$ cat config.mk
export PLATFORM = sky130hd
export DESIGN_NAME = ilv_parity_mem
export DESIGN_NICKNAME = d
export VERILOG_FILES = /design/src/rtl/ilvpar_pkg.sv /design/src/rtl/ilvpar_gen.sv /design/src/rtl/ilvpar_ctrl.sv /design/src/rtl/ilvpar_dp.sv /design/src/rtl/ilv_parity_mem.sv
export SDC_FILE = /design/constraint.sdc
export NUM_CORES = 1
export LEC_CHECK = 0
export BUFFER_PORTS_ARGS = -buffer_cell sky130_fd_sc_hd__buf_2
export CAP_MARGIN = 25
export CORE_UTILIZATION = 45
export CTS_BUF_LIST = sky130_fd_sc_hd__clkbuf_4 sky130_fd_sc_hd__clkbuf_8
export DETAILED_ROUTE_END_ITERATION = 12
export SLEW_MARGIN = 10
export SYNTH_ARGS = -nofsm -noshare
export SYNTH_HDL_FRONTEND = slang
export SYNTH_SLANG_ARGS = --single-unit
export TNS_END_PERCENT = 20
$ cat constraint.sdc
create_clock -name clk -period 3.9 [get_ports clk]
set_input_delay 0.39 -clock clk [delete_from_list [all_inputs] [get_ports clk]]
set_output_delay 0.39 -clock clk [all_outputs]
set_load 0.02 [all_outputs]
$ cat src/rtl/ilvpar_pkg.sv
package ilvpar_pkg;
  // Strobes sent from control to datapath for one access cycle.
  typedef struct packed {
    logic wrEn;
    logic rdEn;
  } memStrobe_t;
endpackage

$ cat src/rtl/ilvpar_gen.sv
module ilvpar_gen #(
  parameter int DATA_W = 32,
  parameter int ILV    = 4
) (
  input  logic [DATA_W-1:0] dataIn,
  output logic [ILV-1:0]    parOut
);
  localparam int WORD_BITS = DATA_W / ILV;

  // Group g collects row bits g, g+ILV, g+2*ILV, ...
  for (genvar g = 0; g < ILV; g++) begin : gWord
    logic [WORD_BITS-1:0] wordBits;
    for (genvar j = 0; j < WORD_BITS; j++) begin : gBit
      assign wordBits[j] = dataIn[j*ILV + g];
    end
    assign parOut[g] = ^wordBits;
  end
endmodule

$ cat src/rtl/ilvpar_ctrl.sv
module ilvpar_ctrl
  import ilvpar_pkg::*;
#(
  parameter int ILV = 4
) (
  input  logic           clk,
  input  logic           rstN,
  input  logic           reqValid,
  input  logic           reqWrite,
  input  logic           injWr,
  input  logic           injRd,
  input  logic [ILV-1:0] injMask,
  input  logic           errClear,
  input  logic           errAny,
  output memStrobe_t     strobe,
  output logic [ILV-1:0] wrFlip,
  output logic [ILV-1:0] rdFlip,
  output logic           rdValid,
  output logic           errSticky
);
  logic [ILV-1:0] wrArmQ;
  logic [ILV-1:0] rdArmQ;

  assign strobe.wrEn = reqValid & reqWrite;
  assign strobe.rdEn = reqValid & ~reqWrite;

  // A pulse coinciding with the access applies to that access.
  assign wrFlip = strobe.wrEn ? (injWr ? injMask : wrArmQ) : '0;
  assign rdFlip = strobe.rdEn ? (injRd ? injMask : rdArmQ) : '0;

  always_ff @(posedge clk) begin
    if (!rstN) begin
      wrArmQ    <= '0;
      rdArmQ    <= '0;
      rdValid   <= 1'b0;
      errSticky <= 1'b0;
    end else begin
      if (strobe.wrEn)   wrArmQ <= '0;
      else if (injWr)    wrArmQ <= injMask;

      if (strobe.rdEn)   rdArmQ <= '0;
      else if (injRd)    rdArmQ <= injMask;

      rdValid <= strobe.rdEn;

      if (rdValid && errAny) errSticky <= 1'b1;
      else if (errClear)     errSticky <= 1'b0;
    end
  end
endmodule

$ cat src/rtl/ilvpar_dp.sv
module ilvpar_dp
  import ilvpar_pkg::*;
#(
  parameter int DATA_W = 32,
  parameter int ILV    = 4,
  parameter int ADDR_W = 4
) (
  input  logic              clk,
  input  logic              rstN,
  input  memStrobe_t        strobe,
  input  logic [ADDR_W-1:0] addr,
  input  logic [DATA_W-1:0] wdata,
  input  logic [ILV-1:0]    wrFlip,
  input  logic [ILV-1:0]    rdFlip,
  output logic [DATA_W-1:0] rdData,
  output logic [ILV-1:0]    wordErr,
  output logic              errAny
);
  localparam int DEPTH = 1 << ADDR_W;
  localparam int ROW_W = DATA_W + ILV;

  logic [ROW_W-1:0]  memArr [DEPTH];
  logic [ILV-1:0]    wrPar;
  logic [ILV-1:0]    rdParCalc;
  logic [ILV-1:0]    rdParQ;
  logic [DATA_W-1:0] rdDataQ;

  ilvpar_gen #(.DATA_W(DATA_W), .ILV(ILV)) uWrGen (.dataIn(wdata),   .parOut(wrPar));
  ilvpar_gen #(.DATA_W(DATA_W), .ILV(ILV)) uRdGen (.dataIn(rdDataQ), .parOut(rdParCalc));

  always_ff @(posedge clk) begin
    if (strobe.wrEn) memArr[addr] <= {wrPar ^ wrFlip, wdata};
  end

  always_ff @(posedge clk) begin
    if (!rstN) begin
      rdDataQ <= '0;
      rdParQ  <= '0;
    end else if (strobe.rdEn) begin
      rdDataQ <= memArr[addr][DATA_W-1:0];
      rdParQ  <= memArr[addr][ROW_W-1:DATA_W] ^ rdFlip;
    end
  end

  assign rdData  = rdDataQ;
  assign wordErr = rdParCalc ^ rdParQ;
  assign errAny  = |wordErr;
endmodule

$ cat src/rtl/ilv_parity_mem.sv
module ilv_parity_mem
  import ilvpar_pkg::*;
#(
  parameter int DATA_W = 32,
  parameter int ILV    = 4,
  parameter int ADDR_W = 4
) (
  input  logic              clk,
  input  logic              rstN,
  input  logic              reqValid,
  input  logic              reqWrite,
  input  logic [ADDR_W-1:0] reqAddr,
  input  logic [DATA_W-1:0] reqWdata,
  input  logic              injWr,
  input  logic              injRd,
  input  logic [ILV-1:0]    injMask,
  input  logic              errClear,
  output logic              rdValid,
  output logic [DATA_W-1:0] rdData,
  output logic [ILV-1:0]    rdWordErr,
  output logic              errSticky
);
  memStrobe_t     strobe;
  logic [ILV-1:0] wrFlip;
  logic [ILV-1:0] rdFlip;
  logic           errAny;

  ilvpar_ctrl #(.ILV(ILV)) uCtrl (
    .clk(clk), .rstN(rstN), .reqValid(reqValid), .reqWrite(reqWrite),
    .injWr(injWr), .injRd(injRd), .injMask(injMask), .errClear(errClear),
    .errAny(errAny), .strobe(strobe), .wrFlip(wrFlip), .rdFlip(rdFlip),
    .rdValid(rdValid), .errSticky(errSticky)
  );

  ilvpar_dp #(.DATA_W(DATA_W), .ILV(ILV), .ADDR_W(ADDR_W)) uDp (
    .clk(clk), .rstN(rstN), .strobe(strobe), .addr(reqAddr),
    .wdata(reqWdata), .wrFlip(wrFlip), .rdFlip(rdFlip),
    .rdData(rdData), .wordErr(rdWordErr), .errAny(errAny)
  );
endmodule

---- Word-level counts from Yosys, hierarchy flattened ----
Memory sizes are Yosys's and may differ from the RTL's.
Cells that the tools add are included.
word-level totals
  register bits ........................... 46
  RAM bits ................................ 576
  input port bits ......................... 47
  memories ................................ 1
memory list
  name        depth  width  rd ports  clocked after Yosys merged registers in  write ports  line             source
  uDp.memArr  16     36     1         0                                        1            ilvpar_dp.sv:22  logic [ROW_W-1:0] memArr [DEPTH];
operators by class
  mux-type cells .......................... 8
  bitwise logic cells ..................... 7
  reductions and logical operators ........ 13
operators by type and width
  operator            number
  8-bit parity        8
  4-bit two-way mux   4
  4-bit bitwise XOR   3
  1-bit two-way mux   4
  2-bit OR reduction  2
  4-bit OR reduction  1
  1-bit bitwise AND   2
  1-bit inverter      2
  2-bit nonzero test  1
  1-bit logical AND   1

---- Depth between registers and ports, before layout ----
  depth after elaboration ................. 5
  gate-level depth with buffers ........... 7
  depth with buffers taken out ............ 5

---- Modules after synthesis ----
A second synthesis with hierarchy kept.
unflattened totals
  cell total of the unflattened synthesis .. 1131
  area, all modules ....................... 23826.6 um2
modules (own cells, without submodules)
  module       times used  cells an instance  area each (um2)  seq. area each (um2)
  ilvpar_dp    1           1030               22883.2          18017.3
  ilvpar_gen   2           28                 245.2            0.0
  ilvpar_ctrl  1           45                 452.9            200.2

---- Worst setup path before layout ----
No wires, ideal clock.
  path kind ............................... input to register
  start ................................... in reqAddr[0]
  end ..................................... mem uDp.memArr[0][0] (netlist name) (enable)
  setup time .............................. 0.474 ns
  arrival time ............................ 3.759 ns
  path slack .............................. -0.333 ns
  stages .................................. 5
  cells stage by stage .................... buf_2 buf_6 buf_4 or3_1 nor3_1
RTL lines
  item                line                  source
  start: declaration  ilv_parity_mem.sv:12  input logic [ADDR_W-1:0] reqAddr,
  end: declaration    ilvpar_dp.sv:22
No word-level cell before the write port.

---- Worst setup path in the final report ----
  start ................................... reg uDp.rdDataQ[29], in the netlist uDp.rdData[29], read port of uDp.memArr
  end ..................................... out rdWordErr[1]
between the ends
  longest elaborated chain between the ends .. 2
RTL lines
  item                line                  source
  start: declaration  ilvpar_dp.sv:26       logic [DATA_W-1:0] rdDataQ;
  8-bit parity        ilvpar_gen.sv:16      assign parOut[g] = ^wordBits;
  4-bit bitwise XOR   ilvpar_dp.sv:46       assign wordErr = rdParCalc ^ rdParQ;
  end: declaration    ilv_parity_mem.sv:20  output logic [ILV-1:0] rdWordErr,
Every way passes these cells.

==> Flow_metrics.wiki <==
{| class="wikitable"
! Metric !! Value
|-
| Result of the run || complete, no violations
|-
| Pwr dens || 512 nW/um2
|-
| Relative max-transition margin || 30.5%
|-
| Fraction of power spent switching nets || 22.0%
|-
| Final critical-path share of the clock period || 78.2%
|-
| # diodes || 0
|-
| Leading cell types in the layout, fill and taps excluded || 576 x sky130_fd_sc_hd__edfxtp_1, 176 x sky130_fd_sc_hd__mux4_2, 115 x sky130_fd_sc_hd__clkbuf_8, 81 x sky130_fd_sc_hd__buf_2, 56 x sky130_fd_sc_hd__xnor2_1
|-
| Cells on Worst Hold Path || 3
|-
| Area added between synthesis and finish || 15.0%
|-
| Final routed DRC violation total || 0
|-
| Cell count of the worst reg-to-reg path || 5
|-
| CTS sink count || 622
|-
| Top cells by area, synth || sky130_fd_sc_hd__edfxtp_1 73%, sky130_fd_sc_hd__mux4_2 17%, sky130_fd_sc_hd__dfxtp_1 3.9%
|-
| Setup crit start kind || flop
|-
| Post-Syn Instances || 1021
|-
| Actual slew at the worst max-slew pin || ~1000 ps
|-
| Worst-case setup margin in the final layout || ~850 ps
|-
| Fraction of the yosys area taken by sequential cells || between 70% and 80%
|-
| Antenna violation net count after detailed routing || 0
|-
| Number of different library cells in the post-synthesis netlist || 28
|-
| LEAKAGE || about 8.9 nW
|-
| Max-cap check violation count || 0
|-
| Number of levels in the clock H-tree || 3
|-
| Drt via density || 5.73
|-
| Die height || roughly 230 um
|-
| Setup_tns || 0 ps
|-
| Endpoint required time on the critical path || roughly 3500 ps
|-
| Utilization after layout || 52.9%
|-
| Initial DRT Pass Iterations || 5
|-
| Worst reg2reg startpoint || uDp.rdData[29]
|-
| I/O pin total || 85
|-
| Count of final hold-check violations || 0
|-
| Floorplan die area || 53900 um2
|-
| Power share of the combinational group || 7.2%
|-
| Pin count of the biggest net entering global routing || 82
|-
| Std cell rows || 83
|-
| Die width || 232 um
|-
| Synthesized netlist net count || 1068
|-
| Unrepaired setup endpoints after global routing || no
|-
| Async set-or-reset flop fraction in the synthesized netlist || 0%
|-
| Clk Latency, worst-skew pair || 660 ps
|-
| Max clock buf depth || 3
|-
| Fraction of layout instances using a drive strength above 1 || between 30% and 40%
|-
| I/O Buffers || 84
|-
| Netlist area before placement || 23800 um2
|-
| FMAX || roughly 330 MHz
|-
| Area of the placeable core || 51800 um2
|-
| Portion of total power attributed to sequential cells || 53.7%
|-
| Effective utilization at floorplan || 46.0%
|-
| CTS clk-pin slew, worst paths || roughly 60 ps
|-
| Detail-routed net length per standard cell || 28.7 um
|-
| Worst-path maximum fanout || 3
|-
| Slew Limit Fails || 0
|-
| Post-synthesis cell type with the largest combined area || sky130_fd_sc_hd__edfxtp_1
|-
| Power spent charging and discharging nets || 3.08 mW
|-
| Pre-CTS WS || roughly 950 ps
|-
| Weighted congestion reported at the end of routability-driven placement || 0.775
|-
| Aggregate routed wire length || 56100 um
|-
| Vias || 11.2k
|-
| Overall Power || 14.0 mW
|-
| Wire length of the first global-routing pass || 80800 um
|-
| Clock tree skew after final layout || 17.7 ps
|-
| Clock tree from TritonCTS || built
|-
| Start point of the worst hold path || rstN
|-
| Number of buffers created by CTS || 99
|-
| DR iter-0 viols || 1157
|-
| Global-route congestion overflow total || 0
|-
| Crit Path Class || reg2out
|-
| Synthesized area per cell || roughly 23 um2
|-
| Data arrival time at the worst-slack endpoint || about 2700 ps
|-
| Shortest period the worst path allows || about 3000 ps
|-
| Primary FF master, synth || sky130_fd_sc_hd__edfxtp_1
|-
| Antenna violations before repair || 1
|-
| Number of setup violations in the final report || 0
|-
| Number of global-route vias before repair || 11.6k
|-
| Total number of nets in the final design || 1245
|-
| R2r setup slk || 1760 ps
|-
| R2R Path End || uCtrl.errSticky
|-
| Destination of the worst hold path || uCtrl.errSticky
|-
| Clock network power share || 39.1%
|-
| Clk root buf || sky130_fd_sc_hd__clkbuf_8
|-
| Largest voltage drop on the vdd net || 0.000217 V
|-
| FF+latch count, synth || 622
|-
| Fraction of synthesized cell area taken by the top area cell type || between 70 and 80%
|-
| Hold crit path type || in2reg
|-
| Final Non-Filler Cells || 1957
|-
| Detailed-placement wirelength estimate || ~32000 um
|-
| Placed cell count || 1772
|-
| Number of enable flip-flop cells after synthesis || 576
|-
| Design internal power || 10.9 mW
|-
| Leading cell type in the layout, fill and taps excluded || sky130_fd_sc_hd__edfxtp_1
|-
| Total GRT Usage || 21.5%
|-
| Yosys warning count || 0
|-
| Critical Path End Type || output pin
|}
[synth_stat cells (3+ instances only)]
library cell                 n
sky130_fd_sc_hd__mux4_2    176
sky130_fd_sc_hd__xor2_1      4
sky130_fd_sc_hd__dfxtp_1    46
sky130_fd_sc_hd__nand2_1    10
sky130_fd_sc_hd__buf_2       3
sky130_fd_sc_hd__clkbuf_1   30
sky130_fd_sc_hd__edfxtp_1  576
sky130_fd_sc_hd__buf_6      13
sky130_fd_sc_hd__o21ai_1     4
sky130_fd_sc_hd__a221oi_2    4
sky130_fd_sc_hd__nand2b_1    3
sky130_fd_sc_hd__xnor2_1    56
sky130_fd_sc_hd__xnor3_1     4
sky130_fd_sc_hd__nor2_1     26
sky130_fd_sc_hd__buf_1       5
sky130_fd_sc_hd__nor3_1      4
sky130_fd_sc_hd__a22o_1     36
sky130_fd_sc_hd__mux2i_1     8
[what timing repair did]
| item | CTS | global route |
|---|---|---|
| gates resized for setup | 0 | 0 |
| buffers inserted | 0 | 0 |
| hold endpoints to repair | 1 | 0 |
| hold buffers | 1 | 0 |
[per-layer routing]
layer,vias up,part of all wire (%),track usage [%]
li1,4690,-,-
met4,2,1.5,5.92
met5,-,0.023,0
met3,60,6.6,4.49
met1,6069,43,30.3
met2,388,48,34.2
[cells by family (layout without fill, tap and decap cells)]
logic type                after synthesis  count (layout)  synth area share (%)
AOI/OAI and AO/OA                      45              45                  1.68
xor gates and xnor gates               64              64                  2.58
buffers and inverters                  53             309                  1.28
DFF                                   622             622                  76.5
muxes                                 184             184                  17.0
and+or+nand+nor                        53              53                  1.01
[critical path: stages (launching register included)]
cell	delay (ps)
sky130_fd_sc_hd__dfxtp_1	370
sky130_fd_sc_hd__xnor2_1	570
sky130_fd_sc_hd__xnor3_1	460
sky130_fd_sc_hd__xnor2_1	360
sky130_fd_sc_hd__buf_2	240
[per-stage QoR]
stage | area (um2) | hold slack, ps
floorplan | 23800 | 438
global placement | 25300 | 450
detailed placement | 25400 | 451
CTS | 27400 | 35.4
global route | 27400 | 83.2
finish | 27400 | 98.2
[cell type report]
cell class	instances	area, um2
Inverter	1	3.75
Timing Repair Buffer	128	910
Clock buffer	147	1820
Clock inverter	33	166
Multi-Input combinational cell	346	5420
Tap cell	680	851
Sequential cell	622	18200
Fill cell	3966	24400
[sequential cells by signal, indices dropped and copies added (netlist names)]
name,cells
uDp.rdData,32
uCtrl.wrArmQ,4
uDp.memArr,576
uDp.rdParQ,4
uCtrl.rdArmQ,4
uCtrl.rdValid,1
uCtrl.errSticky,1
[power groups by stage]
stage,Clock [mW],Sequential [mW],Combinational (mW)
3_5_place_dp,0,7.67,0.995
6_report,5.47,7.52,1.02
5_1_grt,5.90,7.53,1.08
3_3_place_gp,0,7.66,0.975
2_1_floorplan,0,7.67,0.601
4_1_cts,5.62,7.53,0.997
[worst max path at each step]
stage / startpoint / endpoint / depth (start not counted)
finish: uDp.rdData[29] / rdWordErr[1] / 4
global placement: reqAddr[0] / uDp.rdData[16] / 5
global route: uDp.rdData[8] / rdWordErr[0] / 4
detailed placement: reqAddr[0] / uDp.rdData[24] / 5
CTS: uDp.rdData[8] / rdWordErr[0] / 4
floorplan: reqAddr[1] / uDp.memArr[3][0] / 4
Note: power is estimated with default switching activity, not from simulation.
